### src/rtl/egu_pkg.sv
`timescale 1ns/1ps
package egu_pkg;

    localparam int XLEN = 32;

    localparam logic [6:0] OPC_REG  = 7'b0110011;
    localparam logic [6:0] F7_GATH  = 7'b0010100;
    localparam logic [2:0] F3_NIB   = 3'd2;
    localparam logic [2:0] F3_BYTE  = 3'd4;
    localparam logic [2:0] F3_HALF  = 3'd6;

    localparam int NUM_SIZES = 3;
    localparam int MIN_LOG2E = 2;

    typedef enum logic [1:0] {
        GM_NIB  = 2'd0,
        GM_BYTE = 2'd1,
        GM_HALF = 2'd2,
        GM_NONE = 2'd3
    } gath_mode_e;

    typedef enum logic {
        ST_EMPTY   = 1'b0,
        ST_PRESENT = 1'b1
    } egu_state_e;

endpackage

### src/rtl/egu_decode.sv
`timescale 1ns/1ps
module egu_decode
    import egu_pkg::*;
(
    input  logic [6:0] f7,
    input  logic [2:0] f3,
    input  logic [6:0] opc,
    output gath_mode_e mode
);

    logic base_hit;

    assign base_hit = (opc == OPC_REG) && (f7 == F7_GATH);

    always_comb begin
        mode = GM_NONE;
        if (base_hit) begin
            unique case (f3)
                F3_NIB:  mode = GM_NIB;
                F3_BYTE: mode = GM_BYTE;
                F3_HALF: mode = GM_HALF;
                default: mode = GM_NONE;
            endcase
        end
    end

endmodule

### src/rtl/egu_lane_gather.sv
`timescale 1ns/1ps
module egu_lane_gather #(
    parameter int W     = 32,
    parameter int LOG2E = 2
) (
    input  logic [W-1:0] src,
    input  logic [W-1:0] idx_word,
    output logic [W-1:0] dst
);

    localparam int EW = 1 << LOG2E;
    localparam int NL = W / EW;

    for (genvar i = 0; i < NL; i++) begin : g_lane
        logic [EW-1:0] idx;
        logic [EW-1:0] sel;

        assign idx = idx_word[i*EW +: EW];

        always_comb begin
            sel = '0;
            for (int j = 0; j < NL; j++) begin
                if (idx == EW'(j)) begin
                    sel = src[j*EW +: EW];
                end
            end
        end

        assign dst[i*EW +: EW] = sel;
    end

endmodule

### src/rtl/elem_gather_unit.sv
`timescale 1ns/1ps
module elem_gather_unit
    import egu_pkg::*;
(
    input  logic            clk,
    input  logic            rst,
    input  logic            in_valid,
    input  logic [31:0]     instr,
    input  logic [XLEN-1:0] opa,
    input  logic [XLEN-1:0] opb,
    output logic [XLEN-1:0] res,
    output logic            res_valid,
    output logic            illegal
);

    gath_mode_e      mode;
    egu_state_e      state_q;
    egu_state_e      state_d;
    logic [XLEN-1:0] gathered [NUM_SIZES];
    logic [XLEN-1:0] picked;
    logic            unused_fields;

    assign unused_fields = ^{instr[24:15], instr[11:7]};

    egu_decode u_dec (
        .f7   (instr[31:25]),
        .f3   (instr[14:12]),
        .opc  (instr[6:0]),
        .mode (mode)
    );

    for (genvar g = 0; g < NUM_SIZES; g++) begin : g_size
        egu_lane_gather #(
            .W     (XLEN),
            .LOG2E (MIN_LOG2E + g)
        ) u_gath (
            .src      (opa),
            .idx_word (opb),
            .dst      (gathered[g])
        );
    end

    always_comb begin
        unique case (mode)
            GM_NIB:  picked = gathered[0];
            GM_BYTE: picked = gathered[1];
            GM_HALF: picked = gathered[2];
            default: picked = '0;
        endcase
    end

    always_comb begin
        unique case (state_q)
            ST_EMPTY:   state_d = in_valid ? ST_PRESENT : ST_EMPTY;
            ST_PRESENT: state_d = in_valid ? ST_PRESENT : ST_EMPTY;
            default:    state_d = ST_EMPTY;
        endcase
    end

    always_ff @(posedge clk) begin
        if (rst) begin
            state_q <= ST_EMPTY;
        end else begin
            state_q <= state_d;
        end
    end

    always_ff @(posedge clk) begin
        if (rst) begin
            res     <= '0;
            illegal <= 1'b0;
        end else if (in_valid) begin
            res     <= picked;
            illegal <= (mode == GM_NONE);
        end else begin
            illegal <= 1'b0;
        end
    end

    assign res_valid = (state_q == ST_PRESENT);

endmodule

### config.mk
export PLATFORM = sky130hd
export DESIGN_NAME = elem_gather_unit
export DESIGN_NICKNAME = d
export VERILOG_FILES = /design/src/rtl/egu_pkg.sv /design/src/rtl/egu_decode.sv /design/src/rtl/egu_lane_gather.sv /design/src/rtl/elem_gather_unit.sv
export SDC_FILE = /design/constraint.sdc
export NUM_CORES = 1
export LEC_CHECK = 0
export BUFFER_PORTS_ARGS = -buffer_cell sky130_fd_sc_hd__buf_2
export CORE_ASPECT_RATIO = 0.7
export CORE_MARGIN = 3
export CORE_UTILIZATION = 60
export DETAILED_ROUTE_END_ITERATION = 16
export GPL_ROUTABILITY_DRIVEN = 1
export GPL_TIMING_DRIVEN = 0
export PLACE_DENSITY = 0.95
export SETUP_SLACK_MARGIN = 0.3
export SYNTH_ARGS = -nofsm -noshare
export SYNTH_HDL_FRONTEND = slang
export SYNTH_SLANG_ARGS = --single-unit
### constraint.sdc
create_clock -name clk -period 3.6 [get_ports clk]
set_input_delay 0.72 -clock clk [delete_from_list [all_inputs] [get_ports clk]]
set_output_delay 0.72 -clock clk [all_outputs]
set_load 0.005 [all_outputs]
==> impl_table.tex <==
\begin{tabular}{lr}
\hline
Metric & Value \\
\hline
\multicolumn{2}{l}{\textbf{Synth}} \\
\quad Combinational family with the most area after synthesis & multiplexers \\
\quad Post-Syn Nets & about 700 \\
\quad Sequential cell area fraction in the yosys report & 12.3\% \\
\quad Post-synthesis cell type with the largest combined area & sky130\_fd\_sc\_hd\_\_mux4\_2 \\
\quad Primary flip-flop cell chosen by synthesis mapping & sky130\_fd\_sc\_hd\_\_dfxtp\_1 \\
\quad Fraction of the mapped netlist area in simple logic gates & between 10\% and 20\% \\
\quad Proportion of synthesized flip-flops having asynchronous set or reset & 0\% \\
\quad Most common cell in the synthesized netlist & sky130\_fd\_sc\_hd\_\_mux4\_2 \\
\quad Share of synthesized cell area in full adder, half adder and majority cells & 0\% \\
\quad Area fraction of the dominant cell type after synthesis & approximately 27\% \\
\quad Number of enable flip-flop cells after synthesis & 0 \\
\quad Yosys warning total & 0 \\
\quad Gate count after technology mapping & 600 \\
\quad Largest cells by area after synthesis & sky130\_fd\_sc\_hd\_\_mux4\_2 27\%, sky130\_fd\_sc\_hd\_\_dfxtp\_1 12\%, sky130\_fd\_sc\_hd\_\_mux2i\_1 11\%, sky130\_fd\_sc\_hd\_\_clkbuf\_1 3.5\%, sky130\_fd\_sc\_hd\_\_mux2\_2 3.3\% \\
\quad Xor/xnor cell area share of the yosys netlist & 0\% \\
\quad Number of synthesized register bits & 34 \\
\quad Syn Area/Cell & between 9 and 10 sq um \\
\quad Mux contribution to synthesized area & approximately two fifths \\
\quad Post-Syn Area & roughly 5500 sq um \\
\quad Count of different cell masters after synthesis & 71 \\
\quad Compound-Gate Fraction of Synth Area & 19.7\% \\
\quad Most common library cells after synthesis & 67 x sky130\_fd\_sc\_hd\_\_mux4\_2, 60 x sky130\_fd\_sc\_hd\_\_mux2i\_1, 52 x sky130\_fd\_sc\_hd\_\_clkbuf\_1, 43 x sky130\_fd\_sc\_hd\_\_nor2\_1, 41 x sky130\_fd\_sc\_hd\_\_nand2\_1 \\
\multicolumn{2}{l}{\textbf{CTS}} \\
\quad Post-CTS Setup Repair Bufs & 0 \\
\quad Clock buffer depth & 2 \\
\quad Root Driver & sky130\_fd\_sc\_hd\_\_clkbuf\_16 \\
\quad CTS buffer count & 5 \\
\quad Clock net sink count & 34 \\
\quad \# H-tree levels & 2 \\
\quad Hold-fix buffer count after cts & 0 \\
\quad Worst-skew pair later-pin latency & a little under 0.3 ns \\
\quad Clock transition time at the flip-flop clock pins of the worst setup and hold paths & roughly 0.060 ns \\
\quad Post-cts repair resize count & 0 \\
\quad Clock tree from TritonCTS & built \\
\multicolumn{2}{l}{\textbf{Global routing}} \\
\quad Number of global-route vias before repair & between 6000 and 7000 \\
\quad Pin count of the biggest net entering global routing & 11 \\
\quad Number of antenna violations at the first check in global routing & 2 \\
\quad Global route overflow & 0 \\
\quad Global routing usage summed across all routing layers & roughly 46\% \\
\quad First-pass GRT wire length & $\sim$36 mm \\
\multicolumn{2}{l}{\textbf{Floorplan}} \\
\quad Width of the die & roughly 120 microns \\
\quad Starting utilization of the core area & between 60\% and 70\% \\
\quad Area of the core & about 8700 sq um \\
\quad Die area & 10400 sq um \\
\quad Die outline height & roughly 86 microns \\
\quad Total number of placement rows & 28 \\
\quad Top-level port count & roughly 130 \\
\multicolumn{2}{l}{\textbf{Route}} \\
\quad First-pass iteration count of the detailed router & 6 \\
\quad Per-cell routed wire length & about 29 microns \\
\quad Total routed wire length on the met1 layer & between 8 and 9 mm \\
\quad Uppermost metal layer occupied by signal nets & met4 \\
\quad Remaining DRCs & 0 \\
\quad Detail Route met2 WL & around 9.6 mm \\
\quad Vias per cell & 7.80 \\
\quad First-iteration detailed-routing DRC count & about 1100 \\
\quad Total via count after detailed routing & $\sim$6500 \\
\quad Met3 layer wire length in the routed design & between 5 and 6 mm \\
\quad Total Routed Length & 24.2 mm \\
\quad Number of nets with antenna violations after detailed routing & 0 \\
\multicolumn{2}{l}{\textbf{Final layout}} \\
\quad Fraction of layout instances using a drive strength above 1 & between 30\% and 40\% \\
\quad Fin area & about 6300 sq um \\
\quad Final \#Nets & approximately 810 \\
\quad Layout overhead on the synthesized area & 15.0\% \\
\quad Core utilization of the finished layout & between 70\% and 80\% \\
\multicolumn{2}{l}{\textbf{Pwr}} \\
\quad Static leakage & 2.47 nW \\
\quad Power density normalized to cell area & approximately 240 nW/um\^{}2 \\
\quad Highest ir drop seen on vdd & approximately 190 uV \\
\multicolumn{2}{l}{\textbf{Placed design}} \\
\quad DPL Wire Length & 17.7 mm \\
\quad Number of buffers added on ports & 101 \\
\quad Placer congestion estimate & roughly 1.1 \\
\quad Instance area after placement & $\sim$6200 sq um \\
\multicolumn{2}{l}{\textbf{Worst setup path}} \\
\quad Longest individual stage delay on the worst path & a little under 0.9 ns \\
\quad Arrival @ worst endpoint & approximately 3.6 ns \\
\quad Most used cell along the critical path & sky130\_fd\_sc\_hd\_\_buf\_2 \\
\quad Kind of start point of the critical path & primary input \\
\quad Required time reported for the critical path endpoint & roughly 3.8 ns \\
\quad Crit end category & flop \\
\quad Maximum fanout count along the critical path & 10 \\
\quad Ordered cell list for the critical path & buf\_2, nor4\_1, nand3\_1, or4\_1, clkbuf\_1, buf\_2, o32ai\_1, o21ai\_1, a21oi\_1 \\
\quad Critical path type & primary input to flop \\
\quad Max stage delay cell, worst path & sky130\_fd\_sc\_hd\_\_nor4\_1 \\
\multicolumn{2}{l}{\textbf{Timing}} \\
\quad Final setup TNS & 0 ns \\
\quad Setup Viol. Count Final & 0 \\
\quad Worst slew slack as a fraction of its limit & $\sim$11\% \\
\quad Share of the clock period used by the worst path after layout & slightly above 90\% \\
\quad Post-route minimum period & $\sim$3.4 ns \\
\quad Final Slew Violations & 0 \\
\quad Slew at the pin closest to its max-slew limit & 1.32 ns \\
\quad Number of hold-slack violations in the final timing report & 0 \\
\quad FMAX & slightly below 300 MHz \\
\quad Worst Skew & 0 ns \\
\quad RSZ-0062 raised after global routing & no \\
\multicolumn{2}{l}{\textbf{Job}} \\
\quad Max-capacitance violation count & 0 \\
\multicolumn{2}{l}{\textbf{Min path}} \\
\quad Class of the most critical hold timing path & flop to flop \\
\multicolumn{2}{l}{\textbf{Outcome}} \\
\quad Result of the run & finished clean \\
\hline
\end{tabular}
==> through the flow <==
step	hold WS, ns	setup slack (ns)	power [mW]	instances
floorplan	0.446	1.14	0.776	600
global placement	0.427	0.295	0.955	821
detailed placement	0.443	0.252	0.970	821
CTS	0.454	0.545	1.49	828
global route	0.463	0.328	1.55	830
finish	0.459	0.240	1.52	830
==> placed cells by master, fill, tap and decap left out, types with 15 or more instances in the layout <==
cell | synthesis | final
sky130_fd_sc_hd__dfxtp_1 | 34 | 34
sky130_fd_sc_hd__buf_2 | 14 | 115
sky130_fd_sc_hd__o21ai_0 | 20 | 20
sky130_fd_sc_hd__mux2i_1 | 60 | 60
sky130_fd_sc_hd__mux2_2 | 16 | 16
sky130_fd_sc_hd__a21oi_1 | 35 | 35
sky130_fd_sc_hd__mux4_2 | 67 | 67
sky130_fd_sc_hd__clkbuf_1 | 52 | 52
sky130_fd_sc_hd__nor2_1 | 43 | 43
sky130_fd_sc_hd__nand2_1 | 41 | 41
sky130_fd_sc_hd__nor3_1 | 15 | 15
==> layer usage <==
layer	track usage, %	vias up
met3	24.5	158
met5	0	-
met1	60.1	2966
met2	63.2	776
met4	22.3	0
li1	-	2578
==> area by class of cell <==
| type | instances | area (sq um) |
|---|---|---|
| tap | 120 | 150 |
| clock buffer | 6 | 139 |
| inverter | 10 | 37.5 |
| multi-input combinational | 471 | 4330 |
| fill | 667 | 2340 |
| buffer | 85 | 467 |
| timing repair buffer | 101 | 505 |
| antenna | 2 | 5.00 |
| clock inverter | 1 | 30.0 |
| sequential | 34 | 681 |
==> critical path, delay by kind of cell <==
kind	cells	cell delay (ns)
AO/OA/AOI/OAI	3	0.51
AND/OR/NAND/NOR	3	1.65
buffers and inverters	3	0.69
==> where the power goes <==
group	leakage, nW	switching, mW	internal [mW]	total (mW)
Clock	0.0830	0.183	0.342	0.525
Sequential	0.274	0.000229	0.377	0.378
Combinational	2.11	0.351	0.268	0.620
Total	2.47	0.535	0.988	1.52
==> kinds of logic after synthesis <==
group	count (synthesis)
AOI/OAI and AO/OA	158
DFF	34
buffers and inverters	95
and+or+nand+nor	169
muxes	144
==> registers in the layout, indices dropped and copies added (netlist names) <==
register,count
illegal,1
res,32
res_valid,1
==> final timing paths <==
path                              start  cells after the start  slack, ns       to
worst max-delay path             opb[4]                      9       0.24   res[1]
worst min-delay path             res[8]                      1       0.46   res[8]
worst max register to register  res[22]                      4       2.52  res[22]
worst min register to register   res[8]                      1       0.46   res[8]
(Power assumes the default switching activity.)
